--- config.mk ---
export PLATFORM = sky130hd
export DESIGN_NAME = flash_oper_status
export DESIGN_NICKNAME = d
export VERILOG_FILES = /design/src/rtl/fos_pkg.sv /design/src/rtl/fos_cmd_gate.sv /design/src/rtl/fos_busy_timer.sv /design/src/rtl/fos_toggle.sv /design/src/rtl/flash_oper_status.sv
export SDC_FILE = /design/constraint.sdc
export NUM_CORES = 1
export LEC_CHECK = 0
export ABC_AREA = 1
export BUFFER_PORTS_ARGS = -buffer_cell sky130_fd_sc_hd__buf_4
export CAP_MARGIN = 15
export CORE_ASPECT_RATIO = 1.5
export CORE_MARGIN = 4
export CORE_UTILIZATION = 45
export CTS_CLUSTER_SIZE = 25
export DETAILED_ROUTE_END_ITERATION = 8
export GPL_TIMING_DRIVEN = 0
export MAX_ROUTING_LAYER = met4
export PLACE_DENSITY = 0.72
export SLEW_MARGIN = 20
export SYNTH_ARGS = -nofsm -noshare
export SYNTH_HDL_FRONTEND = slang
export SYNTH_HIERARCHICAL = 1
export SYNTH_SLANG_ARGS = --single-unit
export TNS_END_PERCENT = 10
--- constraint.sdc ---
create_clock -name clk -period 4.9 [get_ports clk]
set_clock_uncertainty 0.05 [all_clocks]
set_input_delay 1.225 -clock clk [delete_from_list [all_inputs] [get_ports clk]]
set_output_delay 1.225 -clock clk [all_outputs]
set_load 0.1 [all_outputs]
--- src/rtl/fos_pkg.sv ---
package fos_pkg;

  typedef enum logic [1:0] {
    OPK_PROG       = 2'b00,
    OPK_ERASE_SEC  = 2'b01,
    OPK_ERASE_BLK  = 2'b10,
    OPK_ERASE_CHIP = 2'b11
  } op_kind_e;

  typedef enum logic [1:0] {
    ST_IDLE,
    ST_PROG,
    ST_ERASE,
    ST_SETTLE
  } fos_state_e;

  localparam int unsigned PROG_STROBES  = 4;
  localparam int unsigned ERASE_STROBES = 6;

  function automatic logic kind_is_erase(input logic [1:0] kind);
    return kind != OPK_PROG;
  endfunction

  function automatic int unsigned strobes_needed(input logic [1:0] kind);
    return kind_is_erase(kind) ? ERASE_STROBES : PROG_STROBES;
  endfunction

  function automatic int unsigned cmax3(input int unsigned a, input int unsigned b,
                                        input int unsigned c);
    int unsigned m;
    m = (a > b) ? a : b;
    return (m > c) ? m : c;
  endfunction

  // Byte seen by a reader while an operation runs.
  function automatic logic [7:0] busy_byte(input logic erasing, input logic msb,
                                           input logic tog, input logic [7:0] arr);
    logic poll;
    poll = erasing ? 1'b0 : ~msb;
    return {poll, tog, arr[5:0]};
  endfunction

  // Byte seen during the settle window: true msb, stale low bits.
  function automatic logic [7:0] settle_byte(input logic [7:0] arr, input logic [6:0] stale);
    return {arr[7], stale};
  endfunction

endpackage

--- src/rtl/fos_cmd_gate.sv ---
module fos_cmd_gate
  import fos_pkg::*;
#(
  parameter int unsigned CNT_W = 3
) (
  input  logic       clk,
  input  logic       rst_n,
  input  logic       cmd_strobe,
  input  logic       op_start,
  input  logic [1:0] op_kind,
  input  logic       engine_busy,
  output logic       accept
);
  localparam logic [CNT_W-1:0] CNT_MAX = '1;

  logic [CNT_W-1:0] cnt_q;
  logic [CNT_W:0]   cnt_incl;
  logic [CNT_W:0]   cnt_need;

  assign cnt_incl = {1'b0, cnt_q} + (CNT_W+1)'(cmd_strobe);
  assign cnt_need = (CNT_W+1)'(strobes_needed(op_kind));
  assign accept   = op_start & cmd_strobe & ~engine_busy & (cnt_incl == cnt_need);

  always_ff @(posedge clk or negedge rst_n) begin
    if (!rst_n) begin
      cnt_q <= '0;
    end else if (op_start || engine_busy) begin
      cnt_q <= '0;
    end else if (cmd_strobe && (cnt_q != CNT_MAX)) begin
      cnt_q <= cnt_q + 1'b1;
    end
  end
endmodule

--- src/rtl/fos_busy_timer.sv ---
module fos_busy_timer
  import fos_pkg::*;
#(
  parameter int unsigned PROG_CYCLES   = 20,
  parameter int unsigned ERASE_CYCLES  = 60,
  parameter int unsigned SETTLE_CYCLES = 8
) (
  input  logic clk,
  input  logic rst_n,
  input  logic accept,
  input  logic accept_erase,
  output logic busy,
  output logic erasing,
  output logic settling,
  output logic op_done
);
  localparam int unsigned MAX_C = cmax3(PROG_CYCLES, ERASE_CYCLES, SETTLE_CYCLES);
  localparam int unsigned TMR_W = $clog2(MAX_C + 1);
  localparam logic [TMR_W-1:0] LEN_PROG   = TMR_W'(PROG_CYCLES);
  localparam logic [TMR_W-1:0] LEN_ERASE  = TMR_W'(ERASE_CYCLES);
  localparam logic [TMR_W-1:0] LEN_SETTLE = TMR_W'(SETTLE_CYCLES);
  localparam logic [TMR_W-1:0] ONE        = TMR_W'(1);

  fos_state_e       st_q, st_d;
  logic [TMR_W-1:0] tmr_q, tmr_d;
  logic             last_tick;

  assign last_tick = (tmr_q == ONE);
  assign busy      = (st_q == ST_PROG) || (st_q == ST_ERASE);
  assign erasing   = (st_q == ST_ERASE);
  assign settling  = (st_q == ST_SETTLE);
  assign op_done   = busy && last_tick;

  always_comb begin
    st_d  = st_q;
    tmr_d = tmr_q;
    case (st_q)
      ST_IDLE, ST_SETTLE: begin
        if (accept) begin
          st_d  = accept_erase ? ST_ERASE : ST_PROG;
          tmr_d = accept_erase ? LEN_ERASE : LEN_PROG;
        end else if (st_q == ST_SETTLE) begin
          if (last_tick) begin
            st_d  = ST_IDLE;
            tmr_d = '0;
          end else begin
            tmr_d = tmr_q - ONE;
          end
        end
      end
      default: begin
        if (last_tick) begin
          st_d  = (SETTLE_CYCLES == 0) ? ST_IDLE : ST_SETTLE;
          tmr_d = LEN_SETTLE;
        end else begin
          tmr_d = tmr_q - ONE;
        end
      end
    endcase
  end

  always_ff @(posedge clk or negedge rst_n) begin
    if (!rst_n) begin
      st_q  <= ST_IDLE;
      tmr_q <= '0;
    end else begin
      st_q  <= st_d;
      tmr_q <= tmr_d;
    end
  end
endmodule

--- src/rtl/fos_toggle.sv ---
module fos_toggle (
  input  logic clk,
  input  logic rst_n,
  input  logic clear,
  input  logic advance,
  output logic tog
);
  always_ff @(posedge clk or negedge rst_n) begin
    if (!rst_n) begin
      tog <= 1'b0;
    end else if (clear) begin
      tog <= 1'b0;
    end else if (advance) begin
      tog <= ~tog;
    end
  end
endmodule

--- src/rtl/flash_oper_status.sv ---
module flash_oper_status
  import fos_pkg::*;
#(
  parameter int unsigned ADDR_W        = 19,
  parameter int unsigned ADDR_LIMIT    = 32'h0007_0000,
  parameter int unsigned PROG_CYCLES   = 20,
  parameter int unsigned ERASE_CYCLES  = 60,
  parameter int unsigned SETTLE_CYCLES = 8
) (
  input  logic              clk,
  input  logic              rst_n,
  input  logic              cmd_strobe,
  input  logic              op_start,
  input  logic [1:0]        op_kind,
  input  logic              prog_msb,
  input  logic              rd_strobe,
  input  logic [ADDR_W-1:0] rd_addr,
  input  logic [7:0]        rd_array,
  output logic [7:0]        rd_data,
  output logic              busy
);
  localparam int unsigned CNT_W = $clog2(ERASE_STROBES + 2);
  localparam logic [ADDR_W:0] LIMIT_EXT = (ADDR_W+1)'(ADDR_LIMIT);

  logic       accept;
  logic       erasing;
  logic       settling;
  logic       op_done;
  logic       in_range;
  logic       rd_hit;
  logic       tog;
  logic       msb_q;
  logic [6:0] hold_q;

  assign in_range = ({1'b0, rd_addr} < LIMIT_EXT);
  assign rd_hit   = rd_strobe & in_range;

  fos_cmd_gate #(.CNT_W(CNT_W)) u_gate (
    .clk        (clk),
    .rst_n      (rst_n),
    .cmd_strobe (cmd_strobe),
    .op_start   (op_start),
    .op_kind    (op_kind),
    .engine_busy(busy),
    .accept     (accept)
  );

  fos_busy_timer #(
    .PROG_CYCLES  (PROG_CYCLES),
    .ERASE_CYCLES (ERASE_CYCLES),
    .SETTLE_CYCLES(SETTLE_CYCLES)
  ) u_timer (
    .clk         (clk),
    .rst_n       (rst_n),
    .accept      (accept),
    .accept_erase(kind_is_erase(op_kind)),
    .busy        (busy),
    .erasing     (erasing),
    .settling    (settling),
    .op_done     (op_done)
  );

  fos_toggle u_tog (
    .clk    (clk),
    .rst_n  (rst_n),
    .clear  (accept),
    .advance(rd_hit & busy),
    .tog    (tog)
  );

  always_ff @(posedge clk or negedge rst_n) begin
    if (!rst_n) begin
      msb_q  <= 1'b0;
      hold_q <= '0;
    end else begin
      if (accept) msb_q <= prog_msb;
      if (rd_hit) hold_q <= rd_data[6:0];
    end
  end

  always_comb begin
    if (!in_range)     rd_data = rd_array;
    else if (busy)     rd_data = busy_byte(erasing, msb_q, tog, rd_array);
    else if (settling) rd_data = settle_byte(rd_array, hold_q);
    else               rd_data = rd_array;
  end
endmodule

==> key figures <==
Logic synthesis
  • Post-Syn Area: 0.00143 mm^2
  • Ys Warns: 6
  • Yosys reg bits: 20
  • Post-synth cell types: 30
  • Seq/Total Area, Yosys: 35.0%
  • Synthesized area per cell: 7.40 um^2
  • Synthesized Nets: 236
  • Cells after synthesis: 193

Pwr
  • Leakage: 0.919 nW
  • Power Density: ~300 mW/mm^2
  • Max VDD drop: 180 uV

STA
  • Period utilization: 69.8%
  • Fin. max-slew vios: 0
  • Final setup TNS: 0 ns
  • Maximum clock frequency: between 200 and 300 MHz
  • RSZ-0062 raised after global routing: no
  • Tmin final: 3.42 ns
  • Rel. slew slack: 62.9%
  • Fin. Hold Viols: 0
  • Final setup vio count: 0
  • Worst slew pin tran: roughly 0.55 ns

Placed design
  • Post-DP Area: 0.00168 mm^2
  • IO buf count: 27
  • Post-detail-place hpwl: 2160 um
  • Placer Congestion: ~0.75

Clock tree
  • CTS resizes: 0
  • CTS root buf: clkbuf_8
  • H-Tree Depth: 1
  • TritonCTS clock tree: yes
  • CTS Hold Buffers Added: 0
  • CTS sink cnt: 20
  • CTS buffer count: 3
  • Clock transition at path regs: approximately 0.070 ns
  • Setup bufs post-CTS: 0
  • Clk_lat worst skew: ~0.25 ns
  • Longest Clk Path Bufs: 2

Die
  • Core Footprint: 0.00297 mm^2
  • Die Wd: 54.0 um
  • # IOs: 44
  • DIE HEIGHT: about 77 um
  • Initial core utilization: 48.1%
  • Total die area: between 0.004 and 0.005 mm^2
  • Cell row count: 24

Route
  • Routed length per instance: 10.4 um
  • Final WL: 2710 um
  • DR vias: 1243
  • Via-per-instance ratio: 4.74
  • Residual DRC: 0
  • Initial DRC Count: 22
  • Post-route ant nets: 0
  • Detailed Routing Iterations Pass 1: 4

GRT
  • Number of global-route vias before repair: around 1200
  • First-pass GRT wire length: 4720 um
  • GR Util All Layers: ~15%
  • Initial antenna violation count: 0
  • GRT overflow: 0
  • Largest net degree at the start of global routing: 21

Setup path
  • CP Class: reg -> out
  • Crit end category: primary output
  • Crit path max fanout: 9
  • Critical Path RT: 3.62 ns
  • Critical Path Source Type: register
  • CP arrival: 2.15 ns

Layout
  • Final #Nets: 268
  • # diodes: 0
  • Share of cells above drive strength 1: between 20% and 30%
  • Design area: 0.00172 mm^2
  • Area delta synth->final: 20.5%

Run
  • Max-Cap Viols: 0

Hold path
  • Worst min path class: reg -> reg

Run status
  • Outcome: finished, final reports clean
==> Yosys cell counts <==
cell type | n | area (um^2)
nand2_1 | 47 | 176
inv_1 | 25 | 93.8
dfrtp_1 | 20 | 500
nand3_1 | 20 | 100
nor2_1 | 15 | 56.3
ha_1 | 8 | 100
o21ai_1 | 8 | 40.0
and2_1 | 6 | 37.5
inv_2 | 5 | 18.8
nor2_2 | 5 | 31.3
nand2_2 | 4 | 25.0
nand4_1 | 4 | 25.0
a21oi_1 | 3 | 15.0
nand2_4 | 3 | 33.8
xor2_1 | 3 | 26.3
nor2_4 | 2 | 22.5
or2_2 | 2 | 12.5
a21oi_2 | 1 | 8.76
buf_6 | 1 | 11.3
clkinv_1 | 1 | 3.75
clkinv_2 | 1 | 5.00
mux2_2 | 1 | 11.3
nand3_2 | 1 | 10.0
nand3_4 | 1 | 17.5
o211ai_1 | 1 | 7.51
o21ai_0 | 1 | 5.00
o21bai_1 | 1 | 7.51
o21bai_2 | 1 | 11.3
o32ai_1 | 1 | 8.76
or2_0 | 1 | 6.26
==> critical path, cell delays in order, from the launching register on <==
cell     delay (ns)
dfrtp_1        0.38
inv_1          0.05
ha_1           0.47
inv_2          0.19
nor2_4         0.24
nand2_4        0.09
nand2_1        0.07
and2_1         0.12
buf_4          0.28
==> power breakdown <==
group | switching, mW | internal, mW | total [mW] | leakage (nW)
clock network | 0.0497 | 0.0546 | 0.104 | 0.0216
logic | 0.110 | 0.0703 | 0.180 | 0.651
registers | 0.0323 | 0.198 | 0.230 | 0.247
==> path summary, 6_finish.rpt <==
check                                            start                           end  slack, ns  depth (start not counted)
hold reg to reg                  hold_q[5]$_DFFE_PN0P_         hold_q[5]$_DFFE_PN0P_       0.43                          2
max in group asynchronous                        rst_n         hold_q[5]$_DFFE_PN0P_       3.80                          1
min in group asynchronous                        rst_n  u_timer/tmr_q[0]$_DFFE_PN0P_       0.79                          1
setup reg to reg           u_timer/st_q[0]$_DFFE_PN0P_  u_timer/tmr_q[3]$_DFFE_PN0P_       2.38                         13
setup / recovery           u_timer/st_q[0]$_DFFE_PN0P_                    rd_data[2]       1.48                          8
hold / removal                   hold_q[5]$_DFFE_PN0P_         hold_q[5]$_DFFE_PN0P_       0.43                          2
==> metal layers <==
layer / vias up / wire [um] / track usage (%)
li1: 669 / - / -
met1: 545 / 1090 / 16.8
met2: 27 / 1440 / 26.1
met3: 2 / 152 / 1.16
met4: 0 / 34 / 5.99
met5: - / 0 / -
==> per-stage QoR <==
step                      total power [mW]  util [%]  hold slack, ns  setup WS, ns  cells
final                                0.514      57.9           0.430          1.48    262
after global routing                 0.552      57.9           0.454          1.28    262
after CTS                            0.520      57.9           0.437          1.44    262
after detailed placement             0.412      56.5           0.421          1.50    259
after global placement               0.408      56.5           0.411          1.51    259
after floorplan                      0.368         -           0.399         0.630    193
==> cells by family (layout without fill, tap and decap cells) <==
logic type               after synthesis  in the layout  synth area share (%)
AND/OR/NAND/NOR                      111            111                  38.8
XOR/XNOR                               3              3                  1.84
multiplexers                           1              1                 0.788
flip-flops                            20             20                  35.0
buffers and inverters                 33             63                  9.28
adder cells (fa/ha/maj)                8              8                  7.01
AO/OA/AOI/OAI                         17             17                  7.27
==> flip-flops by register name (all words and copies together), names as in the netlist <==
name	cells
u_tog/tog	1
hold_q	7
msb_q	1
u_timer/st_q	2
u_timer/tmr_q	6
u_gate/cnt_q	3
==> layout make-up <==
type | instances | area, um^2
inverters | 32 | 121
flip-flops and latches | 20 | 500
clock buffers | 3 | 41.3
well taps | 39 | 48.8
repair buffers | 27 | 203
fillers | 292 | 1250
multi-input cells | 140 | 796
plain buffers | 1 | 11.3
==> layout by cell type, fill, tap and decap left out, types with 3 or more instances in the layout <==
cell and instances:
clkbuf_8 3, xor2_1 3, o21ai_1 8, nand2_2 4
nor2_1 15, nor2_2 5, a21oi_1 3, inv_2 5
nand2_1 47, dfrtp_1 20, nand2_4 3, inv_1 25
nand4_1 4, ha_1 8, nand3_1 20, and2_1 6
buf_4 27
Note: power is estimated with default switching activity, not from simulation.
